$ cat config.mk
export PLATFORM = sky130hd
export DESIGN_NAME = rst_supervisor
export DESIGN_NICKNAME = d
export VERILOG_FILES = /design/src/rtl/rsup_pkg.sv /design/src/rtl/rsup_sync.sv /design/src/rtl/rsup_tick.sv /design/src/rtl/rsup_wdog.sv /design/src/rtl/rst_supervisor.sv
export SDC_FILE = /design/constraint.sdc
export NUM_CORES = 1
export LEC_CHECK = 0
export CAP_MARGIN = 10
export CORE_UTILIZATION = 44
export DETAILED_ROUTE_END_ITERATION = 6
export DONT_BUFFER_PORTS = 1
export PLACE_DENSITY = 0.6
export SYNTH_ARGS = -nofsm -noshare
export SYNTH_HDL_FRONTEND = slang
export SYNTH_SLANG_ARGS = --single-unit
$ cat constraint.sdc
create_clock -name clk -period 1.96 [get_ports clk]
set_input_delay 0.392 -clock clk [delete_from_list [all_inputs] [get_ports clk]]
set_output_delay 0.392 -clock clk [all_outputs]
set_load 0.05 [all_outputs]
$ cat src/rtl/rsup_pkg.sv
package rsup_pkg;

    // Bundle of the asynchronous pins that cross into the clock domain.
    typedef struct packed {
        logic sup_low;
        logic sup_ok;
        logic mr_n;
        logic wdi;
    } pin_bundle_t;

    // Safe values while power-on reset is applied: supply treated as faulty.
    localparam pin_bundle_t PIN_IDLE = '{sup_low: 1'b1, sup_ok: 1'b0, mr_n: 1'b1, wdi: 1'b0};

endpackage

$ cat src/rtl/rsup_sync.sv
module rsup_sync #(
    parameter int             W    = 1,
    parameter logic [W-1:0]   INIT = '0
) (
    input  logic         clk,
    input  logic         por_n,
    input  logic [W-1:0] d_i,
    output logic [W-1:0] q_o
);

    typedef struct packed {
        logic [W-1:0] s1;
        logic [W-1:0] s2;
    } sync_t;

    sync_t st_d, st_q;

    always_comb begin
        st_d.s1 = d_i;
        st_d.s2 = st_q.s1;
    end

    always_ff @(posedge clk or negedge por_n) begin
        if (!por_n) begin
            st_q <= '{s1: INIT, s2: INIT};
        end else begin
            st_q <= st_d;
        end
    end

    assign q_o = st_q.s2;

endmodule

$ cat src/rtl/rsup_tick.sv
module rsup_tick #(
    parameter int DIV = 1
) (
    input  logic clk,
    input  logic por_n,
    output logic tick_o
);

    localparam int CW = (DIV > 1) ? $clog2(DIV) : 1;
    localparam logic [CW-1:0] LAST = CW'(DIV - 1);

    logic [CW-1:0] cnt_d, cnt_q;

    always_comb begin
        if (cnt_q == LAST) begin
            cnt_d = '0;
        end else begin
            cnt_d = cnt_q + 1'b1;
        end
    end

    always_ff @(posedge clk or negedge por_n) begin
        if (!por_n) begin
            cnt_q <= '0;
        end else begin
            cnt_q <= cnt_d;
        end
    end

    // With DIV = 1 the counter stays at zero and every cycle is a tick.
    assign tick_o = (cnt_q == LAST);

endmodule

$ cat src/rtl/rsup_wdog.sv
module rsup_wdog #(
    parameter int TO_TICKS = 1600
) (
    input  logic clk,
    input  logic por_n,
    input  logic tick_i,
    input  logic wdi_i,
    input  logic clr_i,
    output logic fire_o
);

    localparam int CW = $clog2(TO_TICKS + 1);
    localparam logic [CW-1:0] LAST = CW'(TO_TICKS - 1);

    typedef struct packed {
        logic          prev;
        logic [CW-1:0] cnt;
        logic          fire;
    } wd_t;

    wd_t st_d, st_q;

    always_comb begin
        st_d      = st_q;
        st_d.prev = wdi_i;
        st_d.fire = 1'b0;
        // Held cleared during reset; either edge direction restarts.
        if (clr_i || (wdi_i != st_q.prev)) begin
            st_d.cnt = '0;
        end else if (tick_i) begin
            if (st_q.cnt == LAST) begin
                st_d.cnt  = '0;
                st_d.fire = 1'b1;
            end else begin
                st_d.cnt = st_q.cnt + 1'b1;
            end
        end
    end

    always_ff @(posedge clk or negedge por_n) begin
        if (!por_n) begin
            st_q <= '{prev: 1'b0, cnt: '0, fire: 1'b0};
        end else begin
            st_q <= st_d;
        end
    end

    assign fire_o = st_q.fire;

endmodule

$ cat src/rtl/rst_supervisor.sv
module rst_supervisor
    import rsup_pkg::*;
#(
    parameter int CLK_FREQ_HZ  = 50_000_000,
    parameter int TICK_DIV     = 50_000,
    parameter bit FAST_PROFILE = 1'b0
) (
    input  logic clk,
    input  logic por_n,
    input  logic vmon_low,
    input  logic vmon_ok,
    input  logic man_rst_n,
    input  logic wd_kick,
    output logic sys_rst_n,
    output logic sys_rst
);

    localparam longint TICK_HZ   = longint'(CLK_FREQ_HZ) / longint'(TICK_DIV);
    localparam longint REL_MS    = FAST_PROFILE ? 25 : 200;
    localparam longint TO_MS     = FAST_PROFILE ? 200 : 1600;
    localparam int     REL_TICKS = int'((TICK_HZ * REL_MS) / 1000);
    localparam int     TO_TICKS  = int'((TICK_HZ * TO_MS) / 1000);
    localparam int     RCW       = $clog2(REL_TICKS + 1);
    localparam logic [RCW-1:0] REL_LAST = RCW'(REL_TICKS - 1);

    typedef struct packed {
        logic           fault;
        logic           active;
        logic [RCW-1:0] rel_cnt;
    } sup_t;

    pin_bundle_t raw_pins;
    pin_bundle_t syn_pins;
    logic        low_s;
    logic        ok_s;
    logic        mr_s;
    logic        kick_s;
    logic        tick;
    logic        wd_fire;
    logic        fault_now;
    logic        hold;
    sup_t        st_d, st_q;

    assign raw_pins = '{sup_low: vmon_low, sup_ok: vmon_ok, mr_n: man_rst_n, wdi: wd_kick};

    rsup_sync #(
        .W    ($bits(pin_bundle_t)),
        .INIT (PIN_IDLE)
    ) u_sync (
        .clk   (clk),
        .por_n (por_n),
        .d_i   (raw_pins),
        .q_o   (syn_pins)
    );

    assign low_s  = syn_pins.sup_low;
    assign ok_s   = syn_pins.sup_ok;
    assign mr_s   = syn_pins.mr_n;
    assign kick_s = syn_pins.wdi;

    rsup_tick #(
        .DIV (TICK_DIV)
    ) u_tick (
        .clk    (clk),
        .por_n  (por_n),
        .tick_o (tick)
    );

    rsup_wdog #(
        .TO_TICKS (TO_TICKS)
    ) u_wdog (
        .clk    (clk),
        .por_n  (por_n),
        .tick_i (tick),
        .wdi_i  (kick_s),
        .clr_i  (st_q.active),
        .fire_o (wd_fire)
    );

    always_comb begin
        st_d = st_q;
        // Hysteresis: set below the falling threshold, cleared only above the rising one.
        if (low_s) begin
            fault_now = 1'b1;
        end else if (ok_s) begin
            fault_now = 1'b0;
        end else begin
            fault_now = st_q.fault;
        end
        st_d.fault = fault_now;
        hold = fault_now | ~mr_s | wd_fire;

        if (hold) begin
            st_d.active  = 1'b1;
            st_d.rel_cnt = '0;
        end else if (st_q.active && tick) begin
            if (st_q.rel_cnt == REL_LAST) begin
                st_d.active  = 1'b0;
                st_d.rel_cnt = '0;
            end else begin
                st_d.rel_cnt = st_q.rel_cnt + 1'b1;
            end
        end
    end

    always_ff @(posedge clk or negedge por_n) begin
        if (!por_n) begin
            st_q <= '{fault: 1'b1, active: 1'b1, rel_cnt: '0};
        end else begin
            st_q <= st_d;
        end
    end

    assign sys_rst_n = ~st_q.active;
    assign sys_rst   = st_q.active;

endmodule

## Word level (Yosys, flattened, before mapping)

Cells that the tools add are included.

- $add $sub $neg: 3
- Multipliers: 0
- Divide/modulo/power cells: 0
- Magnitude comparators: 0
- Eq/ne operators: 4
- Shift-type cells: 0
- Muxes and demuxes: 12
- Bitwise gates (word level): 4
- Reductions and logical operators: 6

Operators by type and width:

| kind | number |
|---|---|
| $mux 11 | 2 |
| $mux 9 | 2 |
| $add 16x1->16 const B | 1 |
| $eq 16x16->1 const B | 1 |
| $mux 16 | 1 |
| $mux 12 | 1 |
| $add 11x1->11 const B | 1 |
| $eq 11x11->1 const B | 1 |
| $add 8x1->8 const B | 1 |
| $eq 8x8->1 const B | 1 |
| $mux 8 | 1 |
| $reduce_bool 2->1 | 3 |
| $mux 1 | 5 |
| $not 1->1 | 2 |
| $or 1x1->1 | 2 |
| $reduce_and 2->1 | 1 |
| $logic_and 1x1->1 | 1 |
| $logic_or 1x1->1 | 1 |
| $ne 1x1->1 | 1 |

- Register bits: 47
- Latch bits: 0
- Memory bits (writable): 0
- Bits in read-only memories: 0
- Logic and storage cells: 38
- Memories: 0

## Depth between registers and ports, before layout

Gate-level depths: netlist of run 1.

- Depth in word-level cells: 6
- Depth in mapped cells: 7
- Gate-level depth less buffers: 5

## Cells and area by module

From an unflattened synthesis of run 1, not the netlist that was laid out.

- Cell total of the unflattened synthesis: 200
- Area total of the unflattened synthesis: 2225.9 µm²

By module, submodules not included:

| module | times used | cells each | area each (µm²) | seq. area each (µm²) |
|---|---|---|---|---|
| rsup_tick | 1 | 67 | 762.0 | 400.4 |
| rsup_wdog | 1 | 70 | 700.7 | 325.3 |
| rst_supervisor | 1 | 55 | 558.0 | 252.7 |
| rsup_sync | 1 | 8 | 205.2 | 205.2 |

## Least setup slack after synthesis of run 1

OpenSTA, ideal clock, no wires.

- Kind: reg-to-reg
- Start point: register st_q (netlist bit sys_rst)
- End point: register st_q[7] (netlist bit)
- Data arrival time: 1.699 ns
- Path slack: 0.191 ns
- Cell stages (with the launch flop): 4
- Buffers on the path: 0
- Period minus slack after synthesis: 1.769 ns
- Path through: dfstp_2 inv_1 or4b_1 nand3_1

- Word-level cells in the longest chain between the ends: 2

Ends and longest elaborated chain:

| item | RTL line | RTL |
|---|---|---|
| start, declared | rst_supervisor.sv:42 | `sup_t st_d, st_q;` |
| start signal, assigned | rst_supervisor.sv:108 | `st_q <= '{fault: 1'b1, active: 1'b1, rel_cnt: '0};` |
| start signal, assigned | rst_supervisor.sv:110 | `st_q <= st_d;` |
| $logic_and 1x1->1 | rst_supervisor.sv:96 | `end else if (st_q.active && tick) begin` |
| $reduce_bool 2->1 (no source line) | - |  |

Every way passes these cells.
A chain may end at the register's enable or synchronous reset.

## Worst setup path after layout of run 1

- Start point: register u_tick.cnt_q[7]
- End point: register st_q[7] (netlist bit)

- Word-level cells in the longest chain between the ends: 3

Ends and longest elaborated chain:

| item | RTL line | RTL |
|---|---|---|
| start, declared | rsup_tick.sv:12 | `logic [CW-1:0] cnt_d, cnt_q;` |
| start signal, assigned | rsup_tick.sv:26 | `cnt_q <= cnt_d;` |
| $eq 16x16->1 | rsup_tick.sv:31 | `assign tick_o = (cnt_q == LAST);` |
| $logic_and 1x1->1 | rst_supervisor.sv:96 |  |
| $reduce_bool 2->1 (no source line) | - |  |

Every way passes these cells.

==> results of run 1 <==
## synthesized netlist by cell type (3+ instances only)
cell,number
a21oi_1,8
a311oi_1,6
a31oi_1,4
and2_1,4
and3_1,5
and3_2,3
and4bb_2,3
clkbuf_1,3
dfrtp_1,41
dfstp_2,6
ha_1,3
inv_1,8
mux2i_1,4
nand2_1,21
nand3_1,13
nand4_1,10
nor2_1,11
nor3_1,3
o21ai_0,6
or3_1,3
xnor2_1,7
xor2_1,5
## per-stage QoR
step	cell area, sq um	worst slack, ns	util (%)	hold slack [ns]	cells
6_report	2570	0.118	52.7	0.0834	297
5_1_grt	2570	0.00914	52.7	0.0593	297
4_1_cts	2560	0.0772	52.5	0.0739	297
3_5_place_dp	2430	-0.170	49.8	0.0974	287
3_3_place_gp	2430	-0.000829	49.8	0.0973	287
2_1_floorplan	2300	0.191	-	0.0964	215
## path summary, 6_finish.rpt
check | end | slack, ns | cells after the start
setup / recovery | st_q[7] | 0.12 | 4
hold / removal | u_sync.st_d[3] | 0.08 | 0
setup reg to reg | st_q[7] | 0.12 | 4
max in group asynchronous | sys_rst | 1.08 | 2
min in group asynchronous | st_q[0] | 0.61 | 2
hold reg to reg | u_sync.q_o[1] | 0.36 | 0
## power by group through the flow
stage               combinational (mW)  sequential (mW)  clock (mW)
finish                          0.0414            0.988       0.569
global route                    0.0477            0.990       0.624
floorplan                       0.0122             1.01           0
detailed placement              0.0143             1.01           0
CTS                             0.0435            0.989       0.584
global placement                0.0138             1.01           0
## flip-flops by register name, indices dropped and copies added, names as in the netlist
name / flops
u_tick.cnt_q: 16
sys_rst: 1
u_sync.q_o: 4
u_sync.st_d: 4
st_q: 9
u_wdog.st_q: 12
u_wdog.fire_o: 1
## metal layers
layer	track usage, %	vias to the layer above
li1	-	826
met3	5.15	8
met5	0	-
met2	31.2	37
met4	7.97	0
met1	24.4	846
## cell usage in the layout (no fill, tap or decap), drive strengths merged, types with 3 or more instances in the layout
master and count:
dfstp 6, a21oi 8, dfrtp 41, o21ai 6
nand4 12, and4 4, inv 8, and2 5
xor2 5, nor2 11, clkbuf 6, nand2 21
buf 13, nor3 3, or3 3, a311oi 6
xnor2 7, mux2i 4, nor4b 3, and3 8
and4bb 3, a31oi 4, ha 3, nand3 13
## logic make-up (layout without fill, tap and decap cells)
logic type,Yosys count,count (layout)
and+or+nand+nor,99,99
xor gates and xnor gates,12,12
adders and majority gates,3,3
DFF,47,47
buffers and inverters,15,30
muxes,5,5
AOI/OAI and AO/OA,34,34
## timing repair
item / 4_1_cts / 5_1_grt
hold buffers: 2 / 0
gates resized for setup: 2 / 3
endpoints found under the hold margin: 47 / 0
setup endpoints to repair: 11 / 7
## cell type report
cell class	instances	area [sq um]
fill	428	2310
clock inverter	2	12.5
inverter	8	30.0
tap	67	83.8
multi-input combinational	153	1060
clock buffer	6	72.6
sequential	47	1180
timing repair buffer	14	128
## critical path, stage by stage, from the launching register on
cell,delay [ns]
dfrtp_1,0.45
nor4b_2,0.45
nand4_4,0.25
or4b_1,0.55
nand3_1,0.09
==> reports/results.txt, run 1 <==
Worst Hold Launch -> vmon_low
Fin. Hold Viols -> 0
Ant. Diodes -> 0
largest family of logic cells by synthesized area -> simple AND/OR/NAND/NOR gates
Ys Warns -> 0
CTS Sinks -> 47
clock transition at the registers of the reported paths -> 0.09 ns
number of H-tree levels -> 2
switching share of power -> 22.0%
CP startpoint -> u_tick.cnt_q[7]
clock power share -> 35.6%
crit-path max FO -> 10
post-synth top area cell -> dfrtp_1
Post-synth EDFFs -> 0
gpl congestion -> 0.804
synth top area cells -> dfrtp_1 45%, dfstp_2 6.8%, nand2_1 3.4%
LEAKAGE -> 1.09 nW
synth unique cells -> 52
IO Port Bufs -> 0
number of routed nets with antenna violations -> 0
Initial Util -> 47.2%
post-synthesis simple-gate area fraction -> 27.0%
Worst EP arrival -> 2.08 ns
CTS tree -> done
uppermost layer routed -> met4
Routed WL -> 4720 microns
CP endpoint kind -> flip-flop
Logic pwr share -> 2.6%
Slew Viols, Final -> 0
routed wl met2 -> 2310 microns
GRT Overall Usage -> 19.3%
Max IR drop VDD -> 0.000330 V
Nets -> 238
Overflow after GRT -> 0
core area -> 4880 sq um
cells after synthesis -> 215
via count of the routed design -> 1717
TNS Setup -> 0 ns
cts bufs inserted -> 5
clock latency on the worst-skew pair -> 0.30 ns
largest net degree at the start of global routing -> 48
PD cells -> 622 nW/um^2
first-pass GRT wire length -> 7960 microns
WL/cell -> 15.9 microns
syn_nets -> 224
RSZ-0062 raised after global routing -> false
Data required, critical path -> 2.20 ns
Horiz. Die Dim -> 74.4 microns
CTS max path bufs -> 2
ys async rst share -> 100%
fin crit period -> 1.84 ns
crit share post-route -> 94.0%
Metal-1 WL -> 2170 microns
nature of the critical path startpoint -> flip-flop
Ports -> 8
post-synthesis compound-gate area fraction -> 9.93%
Avg Vias per Cell -> 5.78
Syn-to-layout area delta -> 11.6%
wire length on met3 -> 175 microns
r2r startpoint -> u_tick.cnt_q[7]
Syn Area/Cell -> 10.7 sq um
Mapped Area -> 2300 sq um
vias in the first global route -> 1739
worst min-delay path class -> in -> reg
DR DRC count -> 0
Layout Skew -> 0.00874 ns
Max-Cap Viols -> 0
share of the synthesized area in the top cell type -> 44.5%
Starting DRT DRC Count -> 152
Setup Buffers After CTS -> 0
Final Setup Violations -> 0
Setup CP Type -> reg -> reg
adder-cell share of the synthesized area -> 1.63%
proportion of synthesized area in mux cells -> 2.23%
initial antenna violation count -> 0
Power, Total -> 1.60 mW
xor-xnor portion of the synthesized cell area -> 4.56%
outcome -> finished clean
register area share after synthesis -> 51.4%
die area -> 5530 sq um
Pre-antenna DRT Iters -> 4
Die H -> 74.4 microns
Slew Limit Headroom -> 49.3%
FP Rows -> 25
Pint -> 1.25 mW
layout cells sized above 1 -> 19.1%
Root Buffer -> clkbuf_8
fmax -> 0.543 GHz
post-DP HPWL -> 3180 microns
sequential fraction of design power -> 61.8%
slew of the pin with the lowest slew margin -> 0.757 ns
Net Switching -> 352 uW
Synth Flop Type -> dfrtp_1
synthesized flop and latch total -> 47
No activity file was read; power rests on OpenSTA's default activity.
==> inputs of run 2 (changes only) <==
--- a/config.mk
+++ b/config.mk
@@ -6,6 +6,7 @@
 export NUM_CORES = 1
 export LEC_CHECK = 0
 export CAP_MARGIN = 10
+export CORE_MARGIN = 5
 export CORE_UTILIZATION = 44
 export DETAILED_ROUTE_END_ITERATION = 6
 export DONT_BUFFER_PORTS = 1
==> run 2 against run 1 <==
  * Clock skew fell by 0.00078 ns
  * Routed wire length shrank 6.0%
  * Critical path type unchanged
  * Worst setup slack better by 0.045 ns
  * Highest routed layer unchanged
==> reports/results.txt, run 2 (synthesized netlist as in run 1, its figures left out) <==
die area -> 6790 sq um (was 5530 sq um)
sequential fraction of design power -> 57.7% (was 61.8%)
Worst EP arrival -> 1.98 ns (was 2.08 ns)
number of H-tree levels -> 2 (unchanged)
Starting DRT DRC Count -> 79 (was 152)
CTS tree -> done (unchanged)
Routed WL -> 4430 microns (was 4720 microns)
FP Rows -> 26 (was 25)
Slew Limit Headroom -> 72.8% (was 49.3%)
worst min-delay path class -> in -> reg (unchanged)
slew of the pin with the lowest slew margin -> 0.403 ns (was 0.757 ns)
Initial Util -> 45.1% (was 47.2%)
CP cell instances -> nor4b_4 -> and4_1 -> buf_4 -> nand4_1 -> mux2_2 (was nor4b_2 -> nand4_4 -> or4b_1 -> nand3_1)
cell area after layout -> 2590 sq um (was 2570 sq um)
DR DRC count -> 0 (unchanged)
Pint -> 1.37 mW (was 1.25 mW)
largest net degree at the start of global routing -> 48 (unchanged)
CTS max path bufs -> 2 (unchanged)
Final Setup Violations -> 0 (unchanged)
Syn-to-layout area delta -> 12.6% (was 11.6%)
worst hold slack -> 0.0918 ns (was 0.0834 ns)
crit-path max FO -> 14 (was 10)
core area -> 5110 sq um (was 4880 sq um)
number of flip-flops in the largest register -> 16 (unchanged)
Max-Cap Viols -> 0 (unchanged)
first-pass GRT wire length -> 7820 microns (was 7960 microns)
gpl congestion -> 0.833 (was 0.804)
WL/cell -> 14.8 microns (was 15.9 microns)
TNS Setup -> 0 ns (unchanged)
Setup CP Type -> reg -> reg (unchanged)
most common cell after layout, fill and taps aside -> dfrtp_1 (unchanged)
Slew Viols, Final -> 0 (unchanged)
Setup Buffers After CTS -> 0 (unchanged)
most frequent cells in the layout -> 41 x dfrtp_1, 21 x nand2_1, 13 x nand3_1 (unchanged)
fin crit period -> 1.80 ns (was 1.84 ns)
Layout Skew -> 0.00796 ns (was 0.00874 ns)
Top reg by flops -> u_tick.cnt_q (unchanged)
dpl cell area -> 2440 sq um (was 2430 sq um)
post-route insts no fill -> 299 (was 297)
CTS Sinks -> 47 (unchanged)
Fin. Hold Viols -> 0 (unchanged)
Max IR drop VDD -> 0.000320 V (was 0.000330 V)
LEAKAGE -> 1.10 nW (was 1.09 nW)
clock latency on the worst-skew pair -> 0.29 ns (was 0.30 ns)
number of routed nets with antenna violations -> 0 (unchanged)
crit share post-route -> 91.7% (was 94.0%)
Placed Instances -> 290 (was 287)
Logic pwr share -> 2.5% (was 2.6%)
layout cells sized above 1 -> 17.9% (was 19.1%)
Nets -> 238 (unchanged)
GRT Overall Usage -> 14.9% (was 19.3%)
PD cells -> 660 nW/um^2 (was 622 nW/um^2)
Data required, critical path -> 2.14 ns (was 2.20 ns)
Most Crowded Layer GR -> met2 (unchanged)
largest registers -> u_tick.cnt_q x16, u_wdog.st_q x12, st_q x9 (unchanged)
clock transition at the registers of the reported paths -> 0.08 ns (was 0.09 ns)
Ant. Diodes -> 0 (unchanged)
Pre-antenna DRT Iters -> 4 (unchanged)
vias in the first global route -> 1610 (was 1739)
M2 GR Usage -> 22.9% (was 31.2%)
Die H -> 82.4 microns (was 74.4 microns)
switching share of power -> 19.9% (was 22.0%)
met3 Use GR -> 3.47% (was 5.15%)
Root Buffer -> clkbuf_8 (unchanged)
cts bufs inserted -> 5 (unchanged)
final setup margin -> 0.163 ns (was 0.118 ns)
GR Layer Usage met1 -> 20.8% (was 24.4%)
Net Switching -> 342 uW (was 352 uW)
Avg Vias per Cell -> 5.55 (was 5.78)
post-DP HPWL -> 3030 microns (was 3180 microns)
fmax -> 0.556 GHz (was 0.543 GHz)
Overflow after GRT -> 0 (unchanged)
via count of the routed design -> 1659 (was 1717)
clock power share -> 39.9% (was 35.6%)
Ports -> 8 (unchanged)
slowest CP cell -> dfrtp_1 (was or4b_1)
nature of the critical path startpoint -> flip-flop (unchanged)
IO Port Bufs -> 0 (unchanged)
Horiz. Die Dim -> 82.4 microns (was 74.4 microns)
RSZ-0062 raised after global routing -> false (unchanged)
initial antenna violation count -> 0 (unchanged)
Critical Path Max Stage Delay -> 0.49 ns (was 0.55 ns)
outcome -> finished clean (unchanged)
CP endpoint kind -> flip-flop (unchanged)
Place WS -> 0.140 ns (was -0.170 ns)
[run 2: final cells by class]
class | count | area [sq um]
multi-input combinational | 153 | 1060
fill | 467 | 2510
timing repair buffer | 14 | 128
clock inverter | 1 | 30.0
tap | 70 | 87.6
sequential | 47 | 1180
inverter | 8 | 30.0
clock buffer | 6 | 72.6
[run 2: per-layer routing]
| layer | vias to the layer above | share of wire, % |
|---|---|---|
| li1 | 832 | - |
| met4 | 0 | 0.65 |
| met5 | - | 0 |
| met3 | 2 | 2.7 |
| met1 | 809 | 51 |
| met2 | 16 | 46 |
[run 2: power groups by stage]
stage / combinational, mW / clock (mW) / sequential [mW]
CTS: 0.0442 / 0.706 / 0.988
global placement: 0.0156 / 0 / 1.01
global route: 0.0502 / 0.743 / 0.990
finish: 0.0422 / 0.684 / 0.988
floorplan: 0.0122 / 0 / 1.01
detailed placement: 0.0162 / 0 / 1.01
[run 2: critical path: cells and delay by family (launching register included)]
family	cells	cell delay [ns]
buf+inv	1	0.19
flops	1	0.49
mux	1	0.28
simple gates	3	0.72
[run 2: worst paths after layout]
| check | slack [ns] | cells after the start | endpoint | from |
|---|---|---|---|---|
| max | 0.16 | 5 | u_wdog.st_q[9] | u_tick.cnt_q[7] |
| min | 0.09 | 0 | u_sync.st_d[1] | man_rst_n |
| max reg2reg | 0.16 | 5 | u_wdog.st_q[9] | u_tick.cnt_q[7] |
| min reg2reg | 0.35 | 0 | u_sync.q_o[1] | u_sync.st_d[1] |
| max in group asynchronous | 1.09 | 2 | sys_rst | por_n |
| min in group asynchronous | 0.61 | 2 | st_q[4] | por_n |
[run 2: per-stage QoR]
step                      power (mW)  utilization [%]
after floorplan                 1.02                -
after global placement          1.02             47.7
after detailed placement        1.02             47.7
after CTS                       1.74             50.4
after global routing            1.78             50.8
final                           1.71             50.8
[run 2: repair_timing]
item	4_1_cts	5_1_grt
endpoints found under the setup margin	0	2
gates resized for setup	0	3
hold buffers	2	0
endpoints found under the hold margin	47	0
==> inputs of run 3 (changes only) <==
--- a/config.mk
+++ b/config.mk
@@ -10,7 +10,6 @@
 export CORE_UTILIZATION = 44
 export DETAILED_ROUTE_END_ITERATION = 6
 export DONT_BUFFER_PORTS = 1
-export PLACE_DENSITY = 0.6
 export SYNTH_ARGS = -nofsm -noshare
 export SYNTH_HDL_FRONTEND = slang
 export SYNTH_SLANG_ARGS = --single-unit
==> results of run 3 <==
No change in the layout: final DEF, timing and power equal those of run 2.
